<file path="src/rtl/tsclk_ref_capture.sv">
module tsclk_ref_capture #(
  parameter int         LCW       = 32,
  parameter int         SDW       = 16,
  parameter int         PKT_LEN   = 188,
  parameter logic [7:0] SYNC_BYTE = 8'h47
) (
  input  logic            clk,
  input  logic            rst_n,
  input  logic            in_valid,
  input  logic            in_start,
  input  logic [7:0]      in_byte,
  input  logic            host_stat_rd,
  input  logic [SDW-1:0]  host_err,
  output logic [32:0]     pcr_base,
  output logic [8:0]      pcr_ext,
  output logic [LCW-1:0]  lc_snap,
  output logic            pcr_arrived,
  output logic            sd_out
);
  localparam int IW = $clog2(PKT_LEN + 1);
  localparam logic [IW-1:0] LAST_IDX = IW'(PKT_LEN - 1);
  localparam logic [IW-1:0] IDX_CTRL = IW'(3);
  localparam logic [IW-1:0] IDX_LEN  = IW'(4);
  localparam logic [IW-1:0] IDX_FLG  = IW'(5);
  localparam logic [IW-1:0] IDX_P0   = IW'(6);
  localparam logic [IW-1:0] IDX_P4   = IW'(10);
  localparam logic [IW-1:0] IDX_END  = IW'(11);

  logic          active;
  logic [IW-1:0] idx;
  logic          af_on, len_ok, pcr_on;
  logic [39:0]   sh;
  logic [LCW-1:0] lc_cnt;
  logic [SDW-1:0] acc;
  logic [SDW:0]   sd_sum;
  logic          body, cap_fire;

  assign body     = in_valid && !in_start && active;
  assign cap_fire = body && idx == IDX_END && af_on && len_ok && pcr_on;
  assign sd_sum   = {1'b0, acc} + {1'b0, host_err};

  always_ff @(posedge clk or negedge rst_n) begin
    if (!rst_n) begin
      active <= 1'b0;
      idx    <= '0;
      af_on  <= 1'b0;
      len_ok <= 1'b0;
      pcr_on <= 1'b0;
      sh     <= '0;
    end else if (in_valid && in_start) begin
      active <= in_byte == SYNC_BYTE;
      idx    <= IW'(1);
      af_on  <= 1'b0;
      len_ok <= 1'b0;
      pcr_on <= 1'b0;
    end else if (body) begin
      idx <= idx + 1'b1;
      if (idx == LAST_IDX) active <= 1'b0;
      if (idx == IDX_CTRL) af_on  <= in_byte[5];
      if (idx == IDX_LEN)  len_ok <= in_byte >= 8'd7;
      if (idx == IDX_FLG)  pcr_on <= in_byte[4];
      if (idx >= IDX_P0 && idx <= IDX_P4) sh <= {sh[31:0], in_byte};
    end
  end

  always_ff @(posedge clk or negedge rst_n) begin
    if (!rst_n) begin
      lc_cnt      <= '0;
      lc_snap     <= '0;
      pcr_base    <= '0;
      pcr_ext     <= '0;
      pcr_arrived <= 1'b0;
    end else begin
      lc_cnt <= lc_cnt + 1'b1;
      if (cap_fire) begin
        pcr_base    <= {sh[39:8], sh[7]};
        pcr_ext     <= {sh[0], in_byte};
        lc_snap     <= lc_cnt;
        pcr_arrived <= 1'b1;
      end else if (host_stat_rd) begin
        pcr_arrived <= 1'b0;
      end
    end
  end

  always_ff @(posedge clk or negedge rst_n) begin
    if (!rst_n) begin
      acc    <= '0;
      sd_out <= 1'b0;
    end else begin
      acc    <= sd_sum[SDW-1:0];
      sd_out <= sd_sum[SDW];
    end
  end
endmodule

</file>
<file path="config.mk">
export PLATFORM = sky130hd
export DESIGN_NAME = tsclk_ref_capture
export DESIGN_NICKNAME = d
export VERILOG_FILES = /design/src/rtl/tsclk_ref_capture.sv
export SDC_FILE = /design/constraint.sdc
export NUM_CORES = 1
export LEC_CHECK = 0
export BUFFER_PORTS_ARGS = -buffer_cell sky130_fd_sc_hd__clkbuf_2
export CORE_UTILIZATION = 52
export DETAILED_ROUTE_END_ITERATION = 12
export GPL_TIMING_DRIVEN = 0
export PLACE_DENSITY = 0.76
export SLEW_MARGIN = 20
export SYNTH_ARGS = -nofsm -noshare
export SYNTH_HDL_FRONTEND = slang
export SYNTH_SLANG_ARGS = --single-unit
</file>
<file path="constraint.sdc">
create_clock -name clk -period 2.4 [get_ports clk]
set_input_delay 0.24 -clock clk [delete_from_list [all_inputs] [get_ports clk]]
set_output_delay 0.24 -clock clk [all_outputs]
set_load 0.03 [all_outputs]
</file>
==> results.txt, run 1 <==
Run status - completed
FFs w/ async S/R, synth - 100.0%
Non-Filler Instances - 877
1st-iter DRT viols - 201
Max Clock Skew - 6.121 ps
CP top delay family - simple AND/OR/NAND/NOR gates
Total clock sinks - 176
Syn. warnings - 0
WS Path Type - reg2reg
Post-Route WL - 14400 microns
Slew margin rel. - 70.60%
Util after Layout - 64.80%
Crit path time final - 2346 ps
Drc violations - 0
Setup crit start kind - flop
Slowest library cell on the worst path - or4_4
Placed cells - 839
Ratio of final minimum period to clock period - 97.76%
Count of different cell masters after synthesis - 48
First-pass GRT wire length - 24280 microns
Crit path buf inv count - 1
Mean Syn Cell Area - 13.64 sq um
H-tree depth - 4
Share of layout cells above drive strength 1 - 40.46%
Critical Path AT - 2650 ps
Leak - 4.706 nW
Total GRT Usage - 21.12%
Layout area overhead - 20.60%
Rows - 43
Worst reg2reg startpoint - idx[6]
Synth Net Count - 604
Final-report hold violation count - 0
Post-Synthesis Cells - 553
RD Place Congestion - 0.8680
Gr ovfl total - 0
RR Endpoint - sh[19]
Ys flop type - dfrtp_1
Worst Reg-to-Reg Cells - 5
Post-Syn Area - 7545 sq um
Core box area - 14040 sq um
Final nets - 736
Worst-path cell chain - or4_4 > or3_4 > a21oi_2 > buf_2 > mux2_2
Placed Area - 8354 sq um
WP depth - 5
Peak supply drop - 0.7903 mV
DR vias/cell - 5.449
Max-cap violation count - 0
FMAX - 426.2 MHz
CP Capture Point - sh[19]
Worst-margin pin slew - 441.1 ps
CP max FO - 10
Avg WL per Cell - 16.42 microns
Die Wd - 122.5 microns
Slew Limit Fails - 0
Number of synthesized flops with an enable pin - 0
Clock buffer depth - 2
Via total after detailed routing - 4779
Synth Register Bits - 176
Antenna diode count - 0
Clk root buf - clkbuf_16
Die outline area - 15000 sq um
Hold WC Path Type - in2reg
Crit-path max cell delay - 510 ps
Initial DRT Pass Iterations - 4
CTS tree - done
Die height - 122.5 microns
Vias in the first global route - 4853
Worst-skew pair later-pin latency - 420 ps
Final ANT Viol Nets - 0
Hold Path Depth - 3
Initial antenna violation count - 0
Flop2flop setup slack - 50 ps
Worst-path clk slew - 60 ps
Setup crit end kind - flop
PD cells - 811.0 nW/um^2
IO Count - 105
Final instance area - 9099 sq um
Unrepaired setup endpoints after global routing - true
# port buffers - 104
Register area share after synthesis - 58.37%
Worst EP required - 2700 ps
# setup viols final - 0
DP HPWL - 10300 microns
Largest net degree at the start of global routing - 69
CP startpoint - idx[6]
Cts bufs inserted - 17
Initial core utilization - 53.73%
[routing by layer]
layer  global-route usage, %  wire length, microns  vias up  part of all wire [%]
met5                       0                     0        -                     0
met4                   5.869                   148        0                   1.0
met3                   5.623                   564       11                   3.9
met2                   35.22                  7241       88                    50
met1                   27.13                  6443     2429                    45
li1                        -                     -     2251                     -
[stage by stage]
stage | hold WS, ps | TNS [ps] | setup WS (ps) | total power [mW]
final | 71.28 | 0 | 53.72 | 7.379
after global routing | 73.58 | -38.98 | -11.60 | 7.736
after CTS | 41.95 | 0 | 19.62 | 7.411
after detailed placement | 224.6 | -11900 | -168.4 | 4.554
after global placement | 453.5 | -346760 | -1921 | 4.461
after floorplan | -55.59 | 0 | 111.4 | 4.223
[repair_timing]
action,4_1_cts,5_1_grt
pin swaps,2,2
hold buffers,1,0
buffers inserted,3,3
gates resized for setup,7,11
setup endpoints to repair,111,92
hold endpoints to repair,49,0
cloned,0,0
[cells in the mapped netlist (2+ instances only)]
master	count	area share [%]
o31ai_1	2	0.20
a31o_2	3	0.35
a211oi_1	2	0.20
nand4_1	7	0.58
ha_1	21	3.5
a31oi_1	2	0.17
and3_1	13	1.1
and4_1	9	1.0
o2bb2ai_1	2	0.23
nor4_1	2	0.17
nand2b_1	3	0.25
xor2_1	14	1.6
xnor2_1	29	3.4
buf_8	5	0.99
nand2_1	22	1.1
o211ai_1	2	0.20
nand3_1	19	1.3
a21oi_1	12	0.80
buf_2	6	0.40
and2_1	3	0.25
clkbuf_1	7	0.35
nor2_1	11	0.55
o21ai_0	15	0.99
nor3_1	6	0.40
inv_1	12	0.60
o21a_1	2	0.20
mux2i_1	4	0.53
dfrtp_1	176	58
mux2_2	114	17
a21o_1	9	0.90
a311o_1	2	0.27
[worst register-to-register path: stages, from the launching register on]
cell and delay (ps):
dfrtp_2 440, or4_4 510, or3_4 370, a21oi_2 230, buf_2 310, mux2_2 380
[how the worst min path moves through the flow]
| stage | startpoint | endpoint | slack [ps] |
|---|---|---|---|
| 5_1_grt | host_err[0] | acc[0] | 70 |
| 3_5_place_dp | rst_n | idx[4] | 220 |
| 4_1_cts | host_err[0] | acc[0] | 40 |
| 2_1_floorplan | rst_n | acc[0] | -60 |
| 3_3_place_gp | acc[0] | acc[0] | 450 |
| 6_report | host_stat_rd | pcr_arrived | 70 |
[power by group]
part | internal, mW | switching (mW) | total [mW]
Combinational | 0.589 | 0.757 | 1.35
Sequential | 3.15 | 0.0635 | 3.21
Clock | 1.70 | 1.13 | 2.82
[sequential cells by signal (all words and copies together) (netlist names)]
| register | count |
|---|---|
| acc | 16 |
| active | 1 |
| af_on | 1 |
| idx | 8 |
| lc_cnt | 32 |
| lc_snap | 32 |
| len_ok | 1 |
| pcr_arrived | 1 |
| pcr_base | 33 |
| pcr_ext | 9 |
| pcr_on | 1 |
| sd_out | 1 |
| sh | 40 |
[cells by family after synthesis]
kind of cell,Yosys count,synth area share [%]
muxes,118,17.55
buffers and inverters,31,2.488
xor gates and xnor gates,43,4.992
and+or+nand+nor,102,7.413
AOI/OAI and AO/OA,61,5.439
DFF,176,58.37
adders and majority gates,22,3.748
[final cells by class]
type,instances,area [sq um]
buffer,19,163.9
clock buffer,19,452.9
clock inverter,12,158.9
fill,1076,4943
inverter,12,45.04
multi-input combinational,346,2995
sequential,176,4405
tap,180,225.2
timing repair buffer,113,651.9
[cells in the final DEF (no fill, tap or decap), types with 3 or more instances in the layout]
cell / count
buf_12: 3
nand3_1: 19
mux2_2: 111
buf_8: 4
nand4_1: 7
mux2i_1: 4
xor2_1: 14
ha_1: 20
a21o_1: 9
and3_1: 13
a21oi_1: 11
nor3_1: 5
o21ai_0: 15
buf_2: 3
inv_1: 12
bufinv_16: 3
nand2_1: 22
buf_4: 7
dfrtp_1: 175
clkbuf_8: 3
nor2_1: 11
and2_1: 3
nand2b_1: 3
xnor2_1: 29
clkbuf_1: 7
clkbuf_2: 103
and4_1: 9
mux2_4: 3
a31o_2: 3
clkbuf_16: 17
clkinv_4: 3
Note: power is estimated with default switching activity, not from simulation.
==> inputs of run 2 (changes only) <==
- BUFFER_PORTS_ARGS: -buffer_cell sky130_fd_sc_hd__clkbuf_2 -> not set
- CORE_UTILIZATION: 52 -> 57
- DONT_BUFFER_PORTS: not set -> 1
- PLACE_DENSITY: 0.76 -> 0.75
==> results.txt, run 2 (same netlist as run 1, synthesis figures left out) <==
Crit-path max cell delay - 550 ps
Met2 GRT Util - 36.77%
Setup crit start kind - flop
DP HPWL - 9359 microns
Final ANT Viol Nets - 0
Peak supply drop - 0.6740 mV
Slew margin rel. - 70.45%
Vias in the first global route - 4627
DR vias/cell - 5.791
Ratio of final minimum period to clock period - 98.67%
Run status - finished with violations
Critical Path AT - 2660 ps
Avg WL per Cell - 18.18 microns
Setup TNS - 0 ps
Crit path time final - 2368 ps
Commonest non-fill, non-tap cell in the layout - dfrtp_1
M1 GR Usage - 28.22%
FMAX - 422.3 MHz
First-pass GRT wire length - 22980 microns
Total clock sinks - 176
Via total after detailed routing - 4471
Cts bufs inserted - 17
RR Endpoint - lc_snap[27]
Met3 usage - 6.231%
Clock buffer depth - 2
Worst Reg-to-Reg Cells - 6
1st-iter DRT viols - 291
Layout area overhead - 12.69%
Crit path buf inv count - 2
Area occupied by multi-input gates - 2984 sq um
Top reg by flops - sh
Worst EP required - 2700 ps
Max Clock Skew - 6.068 ps
GR peak layer - met2
Max-cap violation count - 0
Hold WS - -487.3 ps
Largest net degree at the start of global routing - 177
Top flop regs - sh x40, pcr_base x33
CP max FO - 10
Post-Route WL - 14040 microns
Post-CTS Hold Fix Bufs - 11
FF+latch area - 4407 sq um
Core box area - 12770 sq um
Drc violations - 0
PD cells - 827.7 nW/um^2
Worst-path clk slew - 70 ps
Die outline area - 13700 sq um
Die Wd - 117.1 microns
Max reg flops - 40
Total GRT Usage - 22.24%
Initial core utilization - 59.07%
Hold WC Path Type - in2async
Worst-margin pin slew - 443.3 ps
Failing checks - hold timing
Initial antenna violation count - 0
WP depth - 6
Rows - 41
Leak - 4.198 nW
Setup crit end kind - flop
CP top delay family - simple AND/OR/NAND/NOR gates
Antenna diode count - 0
Clk root buf - clkbuf_16
H-tree depth - 4
# setup viols final - 0
Worst-skew pair later-pin latency - 420 ps
RD Place Congestion - 0.8391
Worst-path cell chain - or4_4 > or3_4 > nor3_4 > buf_6 > buf_8 > mux2_2
Util after Layout - 66.56%
Flop2flop setup slack - 30 ps
Share of layout cells above drive strength 1 - 28.83%
Worst reg2reg startpoint - idx[5]
Power, Total - 7.037 mW
IO Count - 105
Unrepaired setup endpoints after global routing - true
# port buffers - 0
Gr ovfl total - 0
FILL cells - 906
Commonest cells after routing, fill and taps aside - dfrtp_1 (174), mux2_2 (114), xnor2_1 (29), nand2_1 (22), ha_1 (20)
Slowest library cell on the worst path - or4_4
WS Path Type - reg2reg
Final-report hold violation count - 176
Final nets - 638
Initial DRT Pass Iterations - 5
Die height - 117.1 microns
Slew Limit Fails - 0
CTS tree - done
run 2: area by class of cell:
| type | count | area share (%) |
|---|---|---|
| Sequential cell | 176 | 51.83 |
| Multi-Input combinational cell | 346 | 35.10 |
| Timing Repair Buffer | 15 | 1.692 |
| Clock inverter | 12 | 1.295 |
| Clock buffer | 20 | 5.136 |
| Inverter | 12 | 0.5298 |
| Tap cell | 172 | 2.531 |
| Buffer | 19 | 1.884 |
run 2: through the flow:
step | cells | instance area, sq um | setup slack, ps
3_5_place_dp | 725 | 7760 | -128.5
4_1_cts | 770 | 8461 | 1.631
2_1_floorplan | 553 | 7545 | 111.4
5_1_grt | 772 | 8502 | -18.37
3_3_place_gp | 725 | 7760 | -117.9
6_report | 772 | 8502 | 31.98
run 2: worst max-delay path by stage:
stage	start	endpoint	slack [ps]
detailed placement	idx[4]	pcr_ext[0]	-130
global placement	idx[4]	pcr_ext[2]	-120
finish	idx[5]	lc_snap[27]	30
floorplan	idx[4]	pcr_ext[0]	110
global route	idx[5]	lc_snap[10]	-20
CTS	idx[5]	pcr_ext[0]	2
run 2: what timing repair did:
action	CTS	global route
pin swaps	2	2
buffers inserted	2	2
endpoints found under the setup margin	112	79
resized for setup	7	10
endpoints found under the hold margin	195	176
run 2: layer usage:
metal / share of wire, % / vias to the layer above / routed length [microns]
met3: 5.7 / 15 / 807
met5: 0 / - / 0
met1: 43 / 2284 / 6018
met2: 50 / 131 / 7049
li1: - / 2041 / -
met4: 1.2 / 0 / 162
run 2: power by group:
group / total [mW] / leakage [nW] / switching [mW] / internal [mW]
Combinational: 1.21 / 1.55 / 0.649 / 0.557
Clock: 2.58 / 0.263 / 1.14 / 1.44
Sequential: 3.25 / 2.39 / 0.103 / 3.15
Total: 7.04 / 4.20 / 1.89 / 5.14
